## src/rtl/vcache_bus_link.sv

```systemverilog
module vcache_bus_link #(
  parameter int DW = 32
) (
  input  logic          clk,
  input  logic          rst_n,
  input  logic          s_valid,
  output logic          s_ready,
  input  logic [DW-1:0] s_data,
  output logic          tx_strobe,
  output logic          tx_hit,
  output logic [DW-1:0] tx_bus,
  input  logic          rx_strobe,
  input  logic          rx_hit,
  input  logic [DW-1:0] rx_bus,
  output logic          m_valid,
  output logic          m_err,
  output logic [DW-1:0] m_data
);

  localparam int NE = DW;
  localparam int IW = (NE > 1) ? $clog2(NE) : 1;

  function automatic logic [IW-1:0] bump(input logic [IW-1:0] p);
    return (p == IW'(NE - 1)) ? '0 : p + 1'b1;
  endfunction

  // transmit side
  logic [DW-1:0] tx_val [NE];
  logic [NE-1:0] tx_vld;
  logic [IW-1:0] tx_ptr;
  logic [NE-1:0] tx_match;
  logic [IW-1:0] tx_idx;
  logic          rdy_q;
  logic          accept;
  logic          tx_found;

  assign s_ready  = rdy_q;
  assign accept   = s_valid && rdy_q;
  assign tx_found = |tx_match;

  always_comb begin
    for (int i = 0; i < NE; i++) tx_match[i] = tx_vld[i] && (tx_val[i] == s_data);
  end

  always_comb begin
    tx_idx = '0;
    for (int i = NE - 1; i >= 0; i--) if (tx_match[i]) tx_idx = IW'(i);
  end

  always_ff @(posedge clk or negedge rst_n) begin
    if (!rst_n) begin
      rdy_q     <= 1'b0;
      tx_strobe <= 1'b0;
      tx_hit    <= 1'b0;
      tx_bus    <= '0;
      tx_ptr    <= '0;
      tx_vld    <= '0;
      for (int i = 0; i < NE; i++) tx_val[i] <= '0;
    end else begin
      rdy_q     <= 1'b1;
      tx_strobe <= accept;
      if (accept) begin
        if (tx_found) begin
          tx_hit <= 1'b1;
          tx_bus <= tx_bus ^ (DW'(1) << tx_idx);
        end else begin
          tx_hit         <= 1'b0;
          tx_bus         <= s_data;
          tx_val[tx_ptr] <= s_data;
          tx_vld[tx_ptr] <= 1'b1;
          tx_ptr         <= bump(tx_ptr);
        end
      end
    end
  end

  // receive side
  logic [DW-1:0] rx_val [NE];
  logic [NE-1:0] rx_vld;
  logic [IW-1:0] rx_ptr;
  logic [DW-1:0] rx_prev;
  logic [DW-1:0] diff;
  logic [IW-1:0] rx_idx;
  logic          single;
  logic          bad;

  assign diff   = rx_bus ^ rx_prev;
  assign single = (diff != '0) && ((diff & (diff - 1'b1)) == '0);
  assign bad    = !(single && rx_vld[rx_idx]);

  always_comb begin
    rx_idx = '0;
    for (int i = NE - 1; i >= 0; i--) if (diff[i]) rx_idx = IW'(i);
  end

  always_ff @(posedge clk or negedge rst_n) begin
    if (!rst_n) begin
      m_valid <= 1'b0;
      m_err   <= 1'b0;
      m_data  <= '0;
      rx_prev <= '0;
      rx_ptr  <= '0;
      rx_vld  <= '0;
      for (int i = 0; i < NE; i++) rx_val[i] <= '0;
    end else begin
      m_valid <= rx_strobe;
      m_err   <= 1'b0;
      if (rx_strobe) begin
        rx_prev <= rx_bus;
        if (rx_hit) begin
          m_err  <= bad;
          m_data <= bad ? '0 : rx_val[rx_idx];
        end else begin
          m_data         <= rx_bus;
          rx_val[rx_ptr] <= rx_bus;
          rx_vld[rx_ptr] <= 1'b1;
          rx_ptr         <= bump(rx_ptr);
        end
      end
    end
  end

  p_accept_strobe_r2: assert property (@(posedge clk) disable iff (!rst_n)
    accept |=> tx_strobe);
  p_no_spurious_strobe_r2: assert property (@(posedge clk) disable iff (!rst_n)
    !accept |=> !tx_strobe);
  p_miss_raw_r2: assert property (@(posedge clk) disable iff (!rst_n)
    (tx_strobe && !tx_hit) |-> (tx_bus == $past(s_data)));
  p_hit_one_line_r3: assert property (@(posedge clk) disable iff (!rst_n)
    (tx_strobe && tx_hit) |-> ($countones(tx_bus ^ $past(tx_bus)) == 1));
  p_bus_hold_r8: assert property (@(posedge clk) disable iff (!rst_n)
    !tx_strobe |-> $stable(tx_bus));
  p_rx_miss_r5: assert property (@(posedge clk) disable iff (!rst_n)
    (rx_strobe && !rx_hit) |=> ((m_data == $past(rx_bus)) && !m_err));
  p_resp_r10: assert property (@(posedge clk) disable iff (!rst_n)
    rx_strobe |=> m_valid);
  p_no_resp_r10: assert property (@(posedge clk) disable iff (!rst_n)
    !rx_strobe |=> !m_valid);
  p_err_valid_r7: assert property (@(posedge clk) disable iff (!rst_n)
    m_err |-> (m_valid && (m_data == '0)));

endmodule

```

## config.mk

```make
export PLATFORM = sky130hd
export DESIGN_NAME = vcache_bus_link
export DESIGN_NICKNAME = d
export VERILOG_FILES = /design/src/rtl/vcache_bus_link.sv
export SDC_FILE = /design/constraint.sdc
export NUM_CORES = 2
export LEC_CHECK = 0
export BUFFER_PORTS_ARGS = -buffer_cell sky130_fd_sc_hd__buf_2
export CAP_MARGIN = 40
export CORE_UTILIZATION = 60
export DETAILED_ROUTE_END_ITERATION = 16
export PLACE_DENSITY = 0.76
export SLEW_MARGIN = 20
export SYNTH_ARGS = -nofsm -noshare
export SYNTH_HDL_FRONTEND = slang
export SYNTH_SLANG_ARGS = --single-unit
export TNS_END_PERCENT = 5
```

## constraint.sdc

```tcl
create_clock -name clk -period 3.74 [get_ports clk]
set_input_delay 0.187 -clock clk [delete_from_list [all_inputs] [get_ports clk]]
set_output_delay 0.187 -clock clk [all_outputs]
set_load 0.01 [all_outputs]
```

Word level (Yosys, flattened, before mapping)
Cells that the tools add are included.
{"block": "word_totals", "regBits": 2223, "inputBits": 69, "out_inout_bits": 69, "elab_cells": 266}
{"block": "op_classes", "addsub": 3, "magnitude_cmp": 10, "n_eq_ne": 34, "shift": 1, "mux": 87, "n_bitwise": 10, "n_reduce_logical": 45}
{"cell": "1024-bit bitwise mux", "count": 2}
{"cell": "32-bit equality test", "count": 32}
{"cell": "5-bit 2-to-1 mux", "count": 66}
{"cell": "32-bit demux with 5-bit select", "count": 2}
{"cell": "32-bit 2-to-1 mux", "count": 7}
{"cell": "32-bit binary-select mux with 5-bit select", "count": 1}
{"cell": "32-bit bitwise OR", "count": 2}
{"cell": "32-bit bitwise XOR", "count": 2}
{"cell": "1-bit logical AND", "count": 39}
{"cell": "32-bit AND", "count": 1}
{"cell": "32-bit logical NOT", "count": 1}
{"cell": "32-bit nonzero test", "count": 1}
{"cell": "32-bit OR reduction", "count": 1}
{"cell": "1-bit by 5-bit left shift with 32-bit output (first input constant)", "count": 1}
{"cell": "32-bit by 1-bit subtractor with 32-bit output (second input constant)", "count": 1}
{"cell": "6-bit >= comparator (second input constant)", "count": 3}
{"cell": "5-bit by 6-bit < comparator with 1-bit output (second input constant)", "count": 3}
{"cell": "5-bit inverter with 6-bit output", "count": 3}
{"cell": "6-bit by 1-bit < comparator with 1-bit output (second input constant)", "count": 2}
{"cell": "5-bit by 1-bit adder with 5-bit output (second input constant)", "count": 2}
{"cell": "1-bit demux with 5-bit select", "count": 2}
{"cell": "5-bit equality test (second input constant)", "count": 2}
{"cell": "5-bit by 1-bit >= comparator with 1-bit output (second input constant)", "count": 2}
{"cell": "1-bit 2-to-1 mux", "count": 6}
{"cell": "other kinds (4)", "count": 6}

Logic depth before layout (Yosys ltp)
{"block": "logic_depth", "word_depth": 39, "mapped_depth": 17, "mapped_depth_nobuf": 12}

Least setup slack after synthesis
OpenSTA, ideal clock, no wires.
{"block": "synth_timing", "path_kind": "reg2reg", "start": "reg rx_prev[12]", "end": "reg m_data[7]", "setup_time_ps": 124, "arrival_time_ps": 3328, "required_ps": 3616, "slack_ps": 288, "path_stages_with_launch": 14, "n_path_buf": 2, "period_less_slack_ps": 3452, "path_cell_list": "dfrtp_1 -> xnor2_2 -> o21ai_0 -> a211oi_1 -> o21bai_1 -> nor3_4 -> buf_6 -> buf_2 -> mux4_2 -> a221o_1 -> a21oi_1 -> nor3_1 -> nor3_1 -> o21ai_1"}
{"block": "synth_via", "elab_chain_cells": 20, "word_cells_on_any_way": 28, "cone_classes": "add/sub: 1; mux: 20; bitwise: 3; reduce/logical: 4"}
{"item": "from (decl)", "line": "81", "source": "logic [DW-1:0] rx_prev;"}
{"item": "from (signal assigned)", "line": "109", "source": "rx_prev <= rx_bus;"}
{"item": "32-bit bitwise XOR *", "line": "87", "source": "assign diff = rx_bus ^ rx_prev;"}
{"item": "5-bit 2-to-1 mux (13 in series)", "line": "93", "source": "for (int i = NE - 1; i >= 0; i--) if (diff[i]) rx_idx = IW'(i);"}
{"item": "5-bit inverter with 6-bit output (implied by the code)", "line": "112", "source": "m_data <= bad ? '0 : rx_val[rx_idx];"}
{"item": "32-bit binary-select mux with 5-bit select", "line": "112"}
{"item": "32-bit 2-to-1 mux (implied by the code) (2 in series)", "line": "112"}
{"item": "32-bit 2-to-1 mux *", "line": "112"}
{"item": "32-bit 2-to-1 mux *", "line": "110", "source": "if (rx_hit) begin"}
{"item": "to (signal assigned)", "line": "112"}
{"item": "to (signal assigned)", "line": "114", "source": "m_data <= rx_bus;"}
{"item": "to (decl)", "line": "17", "source": "output logic [DW-1:0] m_data"}
Every way passes the cells marked *; elsewhere a longest branch is shown, timed or not. The select of a mux whose other input is x is not followed.
A chain may end at the register's enable or synchronous reset.

Final worst setup path
{"block": "layout_timing", "start": "in s_data[11]", "end": "reg tx_bus[14]"}
{"block": "layout_via", "elab_chain_cells": 37, "word_cells_on_any_way": 100, "cone_classes": "eq/ne: 32; shift: 1; mux: 33; bitwise: 1; reduce/logical: 33"}
{"item": "from (decl)", "line": "8", "source": "input logic [DW-1:0] s_data,"}
{"item": "32-bit equality test", "line": "42", "source": "for (int i = 0; i < NE; i++) tx_match[i] = tx_vld[i] && (tx_val[i] == s_data);"}
{"item": "1-bit logical AND", "line": "42"}
{"item": "5-bit 2-to-1 mux (32 in series)", "line": "47", "source": "for (int i = NE - 1; i >= 0; i--) if (tx_match[i]) tx_idx = IW'(i);"}
{"item": "1-bit by 5-bit left shift with 32-bit output", "line": "65", "source": "tx_bus <= tx_bus ^ (DW'(1) << tx_idx);"}
{"item": "32-bit bitwise XOR", "line": "65"}
{"item": "32-bit 2-to-1 mux *", "line": "63", "source": "if (tx_found) begin"}
{"item": "to (signal assigned)", "line": "65"}
{"item": "to (signal assigned)", "line": "68", "source": "tx_bus <= s_data;"}
{"item": "to (decl)", "line": "11", "source": "output logic [DW-1:0] tx_bus,"}
Every way passes the cells marked *; elsewhere a longest branch is shown, timed or not.

==> qor.yml <==
first_iter_violations: 7322
cts_tree: "done"
num_rows: 154
grt_usage_pct: 35.6
vias: 73923
p_sw_share_pct: 29.8
async_reset_ff_share_pct: 100
crit_top_cell: "buf_4"
crit_path_max_incr_delay_ps: 670
htree_levels: 4
fin_tns_setup_ps: -10350
fin_crit_ps: 3960
initial_core_util_pct: 60.5
setup_slack_ps: -221
finish.utilization_pct: 71.5
critPathKind: "input port to register"
hold_path_depth: 5
io_buffers: 137
hold_end: "tx_val[268]"
synth_area_sq_mm: 0.107
rsz0062_at_grt: "true"
slew_violations: 0
crit_required_ps: 4470
ys_types: 90
die_w_um: 424
avgSynthCellArea_sq_um: 12.5
peakVddDrop_mv: 0.461
fin_nets: 9236
slowest_stage: "dlygate4sd3_1"
clk_pin_slew_ps: 60
grt_max_degree: 121
drc: 2
io_pins: 138
synthCells: 8517
areaGrowthSynthToFinish_pct: 18.2
clk_path_buf_depth: 3
leakagePower_uw: 0.0598
worstPathArrival_ps: 4690
fmax_mhz: 252
dr.pass1.iters: 11
clockPowerShare_pct: 30.2
cp_max_fo: 20
power_density_mw_per_mm2: 607
r2r_start: "tx_val[62]"
core_area_sq_mm: 0.176
path_delay_family: "simple AND/OR/NAND/NOR gates"
hold_violations: 0
dieArea_sq_mm: 0.180
critPathLaunchType: "input port"
switchingPower_uw: 22800
p_seq_share_pct: 45.6
dieHeight_um: 424
slew_headroom_pct: 26.0
yosysSeqAreaShare_pct: 52.1
status: "finished with violations"
max_cap_viol_count: 0
combinationalPowerShare_pct: 24.2
worstHoldStart: "s_data[12]"
synth-edff-count: 0
rr_worst_depth: 15
cp_cell_sequence: "buf_4, dlygate4sd3_1, buf_4, buf_6, xor2_1, nor4_4, nand3_2, or4_1, nand4_1, a311oi_4, o31ai_4, a21oi_2, or3_4, buf_12, buf_8, a211oi_2, xnor2_1, o21ai_1"
dp_hpwl_um: 201000
ys_warn_count: 0
antenna_found_initial: 12
fin_skew_ps: 34.5
syn-num-nets: 8596
timing.final.crit_share_pct: 106
grt_pass1_vias: 76543
grt_remaining_overflow: 0
drt-vias-per-instance: 6.33
r2r-end: "tx_bus[14]"
numCtsBuffers: 225
tightest_slew_ps: 1110
r2r_setup_slack_ps: -210
drive_gt1_share_pct: 41.0
gp_congestion: 0.942
synth_top_flop_cell: "dfrtp_1"
clock-root-buffer: "clkbuf_16"
worstSetupEndpointType: "register"
post_drt_wl_per_cell_um: 27.7
cts.sinks: 2223
internal-power_uw: 53700
violations: "design-rule violations, negative setup slack"
ant_nets: 0
grt_pass1_wl_um: 484000
cp.buffers_inverters: 6
wirelength_um: 324000
clk_latency_ps: 880
hold_path.class: "input port to register"
final-setup-viol-count: 187
synth-seq-cells: 2223
-- cells in the final DEF (no fill, tap or decap), types with 99 or more instances in the layout --
cell           count
buf_12           152
buf_2            103
buf_4            755
clkbuf_16        231
dfrtp_1         2221
dlygate4sd3_1     99
mux2_2          2018
nand2_1          695
nand3_1          169
nor4_1           156
o21ai_0          101
xnor2_1          230
xor2_1           840
-- cell usage after synthesis, types with 84 or more instances --
cell type	n	share of area [%]
o21ai_0	106	0.50
a31oi_1	87	0.51
xnor2_1	232	1.9
xor2_1	853	7.0
a21oi_1	101	0.47
nand2_1	705	2.5
dfrtp_1	2223	52
nand3_1	187	0.88
nor4_1	210	1.2
mux2_2	2018	21
buf_4	118	0.83
buf_2	134	0.63
nor3_1	89	0.42
clkbuf_1	436	1.5
nor2_1	84	0.30
-- worst register-to-register path, delay by kind of cell, from the launching register on --
kind | cells | cell delay (ps)
compound gates | 5 | 940
xor+xnor | 2 | 300
simple gates | 5 | 1690
flops | 1 | 400
buf+inv | 3 | 480
-- final cells by class --
cell class | count | area [sq um]
clock buffer | 338 | 6660
multi-input combinational | 5522 | 48800
sequential | 2223 | 55600
timing repair buffer | 1165 | 11100
inverter | 20 | 75.1
fill | 11574 | 50400
clock inverter | 72 | 936
antenna | 6 | 15.0
tap | 2340 | 2930
-- sequential cells by signal, summed over array words and instances, names as in the netlist --
| signal | cells |
|---|---|
| m_data | 32 |
| m_err | 1 |
| m_valid | 1 |
| rx_prev | 32 |
| rx_ptr | 5 |
| rx_val | 1024 |
| rx_vld | 32 |
| s_ready | 1 |
| tx_bus | 32 |
| tx_hit | 1 |
| tx_ptr | 5 |
| tx_strobe | 1 |
| tx_val | 1024 |
| tx_vld | 32 |
-- power groups by stage --
stage / Combinational [uW] / Sequential (uW) / Clock, uW
floorplan: 12700 / 33900 / 0
global placement: 17100 / 34500 / 0
detailed placement: 17800 / 35000 / 0
CTS: 18200 / 34700 / 23300
global route: 19900 / 35500 / 24300
finish: 18500 / 34900 / 23100
-- through the flow --
stage	setup slack (ps)	hold slack [ps]	power, uW	area, sq um	cells
2_1_floorplan	288	-109	46500	107000	8517
3_3_place_gp	-921	345	51600	115000	11094
3_5_place_dp	-967	373	52800	115000	11106
4_1_cts	-203	3.72	76200	125000	11650
5_1_grt	-247	6.87	79700	126000	11686
6_report	-221	12.5	76500	126000	11686
-- worst max path at each step --
stage,slack (ps),endpoint,from,cells after the start
2_1_floorplan,290,m_data[7],rx_prev[12],13
3_3_place_gp,-920,tx_bus[21],s_data[25],17
3_5_place_dp,-970,tx_bus[29],s_data[16],16
4_1_cts,-200,m_data[10],rx_prev[30],17
5_1_grt,-250,m_data[3],rx_prev[7],20
6_report,-220,tx_bus[14],s_data[11],18
-- logic make-up after synthesis --
| group | count (synthesis) | share of synthesized area, % |
|---|---|---|
| adders and majority gates | 12 | 0.136 |
| DFF | 2223 | 52.1 |
| buffers and inverters | 775 | 3.55 |
| xor gates and xnor gates | 1090 | 8.98 |
| AOI/OAI and AO/OA | 620 | 3.91 |
| other | 1 | 0.00351 |
| muxes | 2171 | 23.7 |
| and+or+nand+nor | 1625 | 7.64 |
-- layer usage --
metal | vias up | wire length [um] | GRT usage (%)
met3 | 955 | 23500 | 6.26
met2 | 3189 | 156000 | 57.4
met1 | 38644 | 127000 | 46.4
met5 | - | 0 | 0
met4 | 0 | 17500 | 18.0
li1 | 31135 | - | -
-- what timing repair did --
item | in CTS | in global routing
setup endpoints to repair | 1122 | 1104
endpoints found under the hold margin | 702 | 11
pin swaps | 60 | 54
setup buffers | 23 | 24
cloned | 3 | 5
resized for setup | 104 | 149
hold buffers | 111 | 4
No activity file was read; power rests on OpenSTA's default activity.
